## src/rtl/gpio_pkg.sv

```systemverilog
package gpio_pkg;
  localparam int unsigned BUS_W  = 8;
  localparam int unsigned ADDR_W = 8;
  localparam logic [ADDR_W-1:0] PA_DATA_ADDR = 8'h12;
  localparam logic [ADDR_W-1:0] PA_CTRL_ADDR = 8'h13;
  localparam logic [ADDR_W-1:0] PB_DATA_ADDR = 8'h14;
  localparam logic [ADDR_W-1:0] PB_CTRL_ADDR = 8'h15;

  typedef enum logic [2:0] {
    SEL_NONE,
    SEL_PA_DATA,
    SEL_PA_CTRL,
    SEL_PB_DATA,
    SEL_PB_CTRL
  } rd_sel_e;

  function automatic rd_sel_e decode_addr(input logic [ADDR_W-1:0] a);
    case (a)
      PA_DATA_ADDR: return SEL_PA_DATA;
      PA_CTRL_ADDR: return SEL_PA_CTRL;
      PB_DATA_ADDR: return SEL_PB_DATA;
      PB_CTRL_ADDR: return SEL_PB_CTRL;
      default:      return SEL_NONE;
    endcase
  endfunction
endpackage

```

## src/rtl/gpio_bank.sv

```systemverilog
module gpio_bank #(
  parameter int unsigned W      = 8,
  parameter int unsigned BUS_W  = 8,
  parameter int unsigned ADDR_W = 8,
  parameter logic [ADDR_W-1:0] DATA_ADDR = '0,
  parameter logic [ADDR_W-1:0] CTRL_ADDR = '0
) (
  input  logic              clk_i,
  input  logic              rst_ni,
  input  logic              wr_i,
  input  logic [ADDR_W-1:0] addr_i,
  input  logic [W-1:0]      wdata_i,
  input  logic [W-1:0]      pad_i,
  input  logic [W-1:0]      pu_opt_i,
  output logic [W-1:0]      out_o,
  output logic [W-1:0]      oe_o,
  output logic [W-1:0]      pu_o,
  output logic [BUS_W-1:0]  data_rd_o,
  output logic [BUS_W-1:0]  ctrl_rd_o
);
  logic [W-1:0] data_q, ctrl_q, rd_bits;
  logic         data_we, ctrl_we;

  assign data_we = wr_i && (addr_i == DATA_ADDR);
  assign ctrl_we = wr_i && (addr_i == CTRL_ADDR);

  always_ff @(posedge clk_i or negedge rst_ni) begin
    if (!rst_ni) begin
      data_q <= '1;
      ctrl_q <= '1;
    end else begin
      if (data_we) data_q <= wdata_i;
      if (ctrl_we) ctrl_q <= wdata_i;
    end
  end

  for (genvar i = 0; i < W; i++) begin : g_bit
    // input bits see the pad, output bits see the latch
    assign rd_bits[i] = ctrl_q[i] ? pad_i[i] : data_q[i];
    assign pu_o[i]    = pu_opt_i[i] & ctrl_q[i];
    assign oe_o[i]    = ~ctrl_q[i];
  end

  assign out_o = data_q;

  always_comb begin
    data_rd_o          = '0;
    data_rd_o[W-1:0]   = rd_bits;
    ctrl_rd_o          = '0;
    ctrl_rd_o[W-1:0]   = ctrl_q;
  end
endmodule

```

## src/rtl/gpio_wake_det.sv

```systemverilog
module gpio_wake_det #(
  parameter int unsigned W = 8
) (
  input  logic         clk_i,
  input  logic         rst_ni,
  input  logic         warm_rst_i,
  input  logic         halt_i,
  input  logic [W-1:0] pad_i,
  input  logic [W-1:0] arm_i,
  output logic         wake_o
);
  logic [W-1:0] prev_q, fall;
  logic         wake_q;

  assign fall = arm_i & prev_q & ~pad_i;

  always_ff @(posedge clk_i or negedge rst_ni) begin
    if (!rst_ni) begin
      prev_q <= '1;
      wake_q <= 1'b0;
    end else begin
      prev_q <= pad_i;
      if (warm_rst_i || !halt_i) wake_q <= 1'b0;
      else if (|fall)            wake_q <= 1'b1;
    end
  end

  assign wake_o = wake_q;
endmodule

```

## src/rtl/gpio_rd_mux.sv

```systemverilog
module gpio_rd_mux
  import gpio_pkg::*;
(
  input  logic              rd_i,
  input  logic [ADDR_W-1:0] addr_i,
  input  logic [BUS_W-1:0]  pa_data_i,
  input  logic [BUS_W-1:0]  pa_ctrl_i,
  input  logic [BUS_W-1:0]  pb_data_i,
  input  logic [BUS_W-1:0]  pb_ctrl_i,
  output logic [BUS_W-1:0]  rdata_o
);
  rd_sel_e sel;

  always_comb begin
    sel     = decode_addr(addr_i);
    rdata_o = '0;
    if (rd_i) begin
      case (sel)
        SEL_PA_DATA: rdata_o = pa_data_i;
        SEL_PA_CTRL: rdata_o = pa_ctrl_i;
        SEL_PB_DATA: rdata_o = pb_data_i;
        SEL_PB_CTRL: rdata_o = pb_ctrl_i;
        default:     rdata_o = '0;
      endcase
    end
  end
endmodule

```

## src/rtl/gpio_port_pair.sv

```systemverilog
module gpio_port_pair
  import gpio_pkg::*;
#(
  parameter int unsigned PA_W = 8,
  parameter int unsigned PB_W = 3
) (
  input  logic              clk_i,
  input  logic              rst_ni,
  input  logic              warm_rst_i,
  input  logic [ADDR_W-1:0] addr_i,
  input  logic              rd_i,
  input  logic              wr_i,
  input  logic [BUS_W-1:0]  wdata_i,
  output logic [BUS_W-1:0]  rdata_o,
  input  logic [PA_W-1:0]   pa_pad_i,
  output logic [PA_W-1:0]   pa_out_o,
  output logic [PA_W-1:0]   pa_oe_o,
  input  logic [PA_W-1:0]   pa_pu_opt_i,
  output logic [PA_W-1:0]   pa_pu_o,
  input  logic [PA_W-1:0]   pa_wake_opt_i,
  input  logic [PB_W-1:0]   pb_pad_i,
  output logic [PB_W-1:0]   pb_out_o,
  output logic [PB_W-1:0]   pb_oe_o,
  input  logic [PB_W-1:0]   pb_pu_opt_i,
  output logic [PB_W-1:0]   pb_pu_o,
  input  logic              halt_i,
  output logic              wake_o
);
  logic [BUS_W-1:0] pa_data_rd, pa_ctrl_rd, pb_data_rd, pb_ctrl_rd;
  logic [PA_W-1:0]  pa_arm;

  gpio_bank #(
    .W(PA_W), .BUS_W(BUS_W), .ADDR_W(ADDR_W),
    .DATA_ADDR(PA_DATA_ADDR), .CTRL_ADDR(PA_CTRL_ADDR)
  ) u_bank_a (
    .clk_i, .rst_ni, .wr_i, .addr_i,
    .wdata_i  (wdata_i[PA_W-1:0]),
    .pad_i    (pa_pad_i),
    .pu_opt_i (pa_pu_opt_i),
    .out_o    (pa_out_o),
    .oe_o     (pa_oe_o),
    .pu_o     (pa_pu_o),
    .data_rd_o(pa_data_rd),
    .ctrl_rd_o(pa_ctrl_rd)
  );

  gpio_bank #(
    .W(PB_W), .BUS_W(BUS_W), .ADDR_W(ADDR_W),
    .DATA_ADDR(PB_DATA_ADDR), .CTRL_ADDR(PB_CTRL_ADDR)
  ) u_bank_b (
    .clk_i, .rst_ni, .wr_i, .addr_i,
    .wdata_i  (wdata_i[PB_W-1:0]),
    .pad_i    (pb_pad_i),
    .pu_opt_i (pb_pu_opt_i),
    .out_o    (pb_out_o),
    .oe_o     (pb_oe_o),
    .pu_o     (pb_pu_o),
    .data_rd_o(pb_data_rd),
    .ctrl_rd_o(pb_ctrl_rd)
  );

  // only enabled input pins of port A can wake the core
  assign pa_arm = pa_wake_opt_i & ~pa_oe_o;

  gpio_wake_det #(.W(PA_W)) u_wake (
    .clk_i, .rst_ni, .warm_rst_i, .halt_i,
    .pad_i (pa_pad_i),
    .arm_i (pa_arm),
    .wake_o
  );

  gpio_rd_mux u_rd_mux (
    .rd_i, .addr_i,
    .pa_data_i(pa_data_rd),
    .pa_ctrl_i(pa_ctrl_rd),
    .pb_data_i(pb_data_rd),
    .pb_ctrl_i(pb_ctrl_rd),
    .rdata_o
  );
endmodule

```

## config.mk

```make
export PLATFORM = sky130hd
export DESIGN_NAME = gpio_port_pair
export DESIGN_NICKNAME = d
export VERILOG_FILES = /design/src/rtl/gpio_pkg.sv /design/src/rtl/gpio_bank.sv /design/src/rtl/gpio_wake_det.sv /design/src/rtl/gpio_rd_mux.sv /design/src/rtl/gpio_port_pair.sv
export SDC_FILE = /design/constraint.sdc
export NUM_CORES = 1
export LEC_CHECK = 0
export BUFFER_PORTS_ARGS = -buffer_cell sky130_fd_sc_hd__buf_2
export CAP_MARGIN = 40
export CORE_ASPECT_RATIO = 1.5
export CORE_MARGIN = 2
export CORE_UTILIZATION = 40
export CTS_CLUSTER_SIZE = 28
export DETAILED_ROUTE_END_ITERATION = 8
export GPL_TIMING_DRIVEN = 0
export PLACE_DENSITY = 0.76
export SLEW_MARGIN = 15
export SYNTH_ARGS = -nofsm -noshare
export SYNTH_HDL_FRONTEND = slang
export SYNTH_SLANG_ARGS = --single-unit
```

## constraint.sdc

```tcl
create_clock -name clk_i -period 1.4 [get_ports clk_i]
set_clock_uncertainty 0.05 [all_clocks]
set_input_delay 0.28 -clock clk_i [delete_from_list [all_inputs] [get_ports clk_i]]
set_output_delay 0.28 -clock clk_i [all_outputs]
set_load 0.005 [all_outputs]
```

==> flow_metrics.py <==
metrics = {
    "floorplanning": {
        "die_area_sq_mm": 0.00477,
        "rows": 28,
        "pin_count": 94,
        "die_w_microns": 57.0,
        "initial_utilization_pct": 42.3,
        "fp.dieH_microns": 83.6,
        "core_region_area_sq_mm": 0.00399,
    },
    "sta": {
        "slew_headroom_pct": 56.5,
        "drv_slew": 0,
        "setup_viol": 20,
        "hold_viol": 0,
        "grt_setup_unrepaired": "true",
        "max_slew.worst_pin.slew_ps": 652,
        "fmax_mhz": 528,
        "period_share_pct": 135,
        "period_minus_slack_ps": 1890,
        "worst_slack_ps": -492,
    },
    "clock_network": {
        "clk_pin_slew_ps": 60,
        "clk-insertion-delay-late_ps": 280,
        "cts_tree": "built",
        "clkSinkCount": 31,
        "htreeDepth": 2,
        "cts_made_buffers": 5,
        "cts.path.max_buffers": 2,
        "root_buffer": "clkbuf_8",
    },
    "finish": {
        "multi_input_area_sq_um": 930,
        "area_growth_pct": 57.7,
        "utilization_pct": 66.6,
        "n_antenna_cell": 0,
        "regArea_sq_um": 813,
        "drive_gt1_share_pct": 77.6,
        "nFillCells": 343,
        "finalNetCount": 314,
    },
    "synthesis": {
        "synth_edf_count": 0,
        "ys.flop_type": "dfstp_2",
        "synth_cells": 148,
        "synth_fp_nets": 200,
        "ys_seq_area_share_pct": 48.2,
        "syn_avg_cell_area_sq_um": 11.4,
        "synth-async-reset-ratio_pct": 100,
        "ys_warn_count": 0,
        "synthesis.area_sq_mm": 0.00169,
        "netlist-cell-type-count": 31,
        "ys_seq_elements": 31,
    },
    "worst_setup_path": {
        "crit_arrival_ps": 1560,
        "crit_chain": "mux2_4 -> a22oi_2 -> a211oi_2 -> buf_2",
        "cp.required_ps": 1070,
        "reg2reg_depth": 3,
        "startpoint_type": "register",
        "cp_slowest_cell": "dfstp_2",
        "cp_slowest_stage_delay_ps": 560,
        "critPathBufInv": 1,
        "cp_top_family": "flip-flops",
        "crit_path_end_kind": "primary output",
        "cp.depth": 4,
        "cp_max_fo": 3,
        "critPathKind": "register to primary output",
    },
    "global_routing": {
        "grt_pass1_wl_mm": 7.25,
        "busiest_layer": "met2",
        "antenna_found_initial": 0,
        "grt_use_total_pct": 19.6,
        "grt_max_degree": 32,
        "use_met3_pct": 4.50,
        "grt_pass1_vias": 1554,
        "use_met1_pct": 21.3,
        "gr-total-overflow": 0,
        "use_met2_pct": 34.8,
    },
    "route": {
        "wl_mm": 4.75,
        "routed_wire_length_per_instance_microns": 15.4,
        "firstDrtPassIters": 6,
        "drt_iter0_markers": 15,
        "vias": 1600,
        "final_antenna_net_count": 0,
        "drc": 0,
        "vias_per_cell": 5.19,
    },
    "power": {
        "leakage_nw": 1.26,
        "ir_worst_vdd_mv": 0.845,
        "power.density_mw_per_mm2": 796,
    },
    "flow_run": {
        "maxCapViolations": 0,
    },
    "run_status": {
        "violations": "setup timing",
        "outcome": "complete, but fails checks",
    },
    "place": {
        "dp_slack_ps": -474,
        "globalplace.congestion": 0.803,
        "port_buffers": 93,
        "dp_hpwl_mm": 3.37,
    },
    "hold_path": {
        "whs_path_depth": 1,
        "hold_class": "input port to register",
    },
}
==> synthesized netlist by cell type, types with 2 or more instances <==
library cell | n | area [sq um]
or3b_2 | 2 | 17.5
o21ai_0 | 9 | 45.0
a211oi_1 | 2 | 15.0
clkbuf_1 | 2 | 7.51
dfstp_2 | 30 | 788
buf_2 | 2 | 10.0
and3b_1 | 6 | 52.6
a22oi_1 | 2 | 15.0
inv_1 | 13 | 48.8
nand4_1 | 3 | 18.8
nor3b_2 | 2 | 25.0
nand4b_1 | 6 | 52.6
mux2_2 | 26 | 293
and2_1 | 12 | 75.1
nand2_1 | 5 | 18.8
nor2_1 | 4 | 15.0
and4_1 | 2 | 17.5
a21oi_1 | 7 | 35.0
==> kinds of logic after synthesis <==
group | share of synthesized area, %
muxes | 17.3
buffers and inverters | 4.37
and+or+nand+nor | 21.3
AOI/OAI and AO/OA | 8.82
DFF | 48.2
==> registers in the layout, indices dropped and copies added, names as in the netlist <==
name                count
u_bank_a.ctrl_rd_o      8
u_bank_a.out_o          8
u_bank_b.ctrl_q         3
u_bank_b.out_o          3
u_wake.prev_q           8
u_wake.wake_o           1
==> layout by cell type, fill, tap and decap left out, types with 2 or more instances in the layout <==
cell type,instances
or3b_4,2
o21ai_1,2
dfstp_2,30
nand4_1,3
inv_2,4
buf_4,8
a21oi_2,7
mux2_2,14
nand2_1,5
mux2_4,12
and4_1,2
and2_4,7
buf_2,83
buf_6,18
clkbuf_8,8
o21ai_0,7
and3b_1,6
nor2_1,4
nand4b_1,6
a22oi_2,2
inv_1,9
a211oi_2,2
and2_1,5
==> path summary, 6_finish.rpt <==
| check | slack (ps) | from | endpoint |
|---|---|---|---|
| max | -490 | u_bank_b.ctrl_q[1] | rdata_o[1] |
| min | 60 | pa_pad_i[6] | u_wake.prev_q[6] |
| max reg2reg | 160 | u_bank_a.ctrl_rd_o[5] | u_wake.wake_o |
| min reg2reg | 570 | u_wake.wake_o | u_wake.wake_o |
| max in group asynchronous | 370 | rst_ni | u_wake.wake_o |
| min in group asynchronous | 510 | rst_ni | u_wake.wake_o |
==> layout make-up <==
type                            instances  area share [%]
Timing Repair Buffer                  108            25.2
Clock buffer                            7            3.62
Tap cell                               45            2.12
Inverter                               13            1.83
Buffer                                  4            1.41
Clock inverter                          1           0.282
Multi-Input combinational cell         99            34.9
Sequential cell                        31            30.6
==> repair_timing <==
| item | in CTS | in global routing |
|---|---|---|
| setup buffers | 11 | 5 |
| hold buffers | 1 | 0 |
| pin swaps | 6 | 7 |
| endpoints found under the hold margin | 1 | 0 |
| gates resized for setup | 22 | 25 |
| endpoints found under the setup margin | 29 | 38 |
| gates cloned | 0 | 0 |
==> power by group <==
group          total [W]  leakage [nW]  switching, W  internal [W]
Clock           0.000764        0.0505      0.000317      0.000446
Combinational   0.000347         0.881      0.000147      0.000200
Sequential       0.00101         0.325     0.0000339      0.000974
Total            0.00212          1.26      0.000498       0.00162
==> metal layers <==
layer / wire length, microns / vias to the layer above
met5: 0 / -
met1: 1710 / 769
li1: - / 762
met3: 224 / 13
met2: 2690 / 56
met4: 138 / 0
==> per-stage QoR <==
step	total power, W	hold WS (ps)	setup TNS (ps)	std cells	area, sq um
floorplan	0.00113	-65.6	-695	148	1760
global placement	0.00129	296	-9990	286	2280
detailed placement	0.00130	295	-10200	286	2280
CTS	0.00212	52.0	-2700	306	2550
global route	0.00223	51.9	-4190	308	2660
finish	0.00212	63.5	-2910	308	2660
Power figures use the tool's default switching activity.
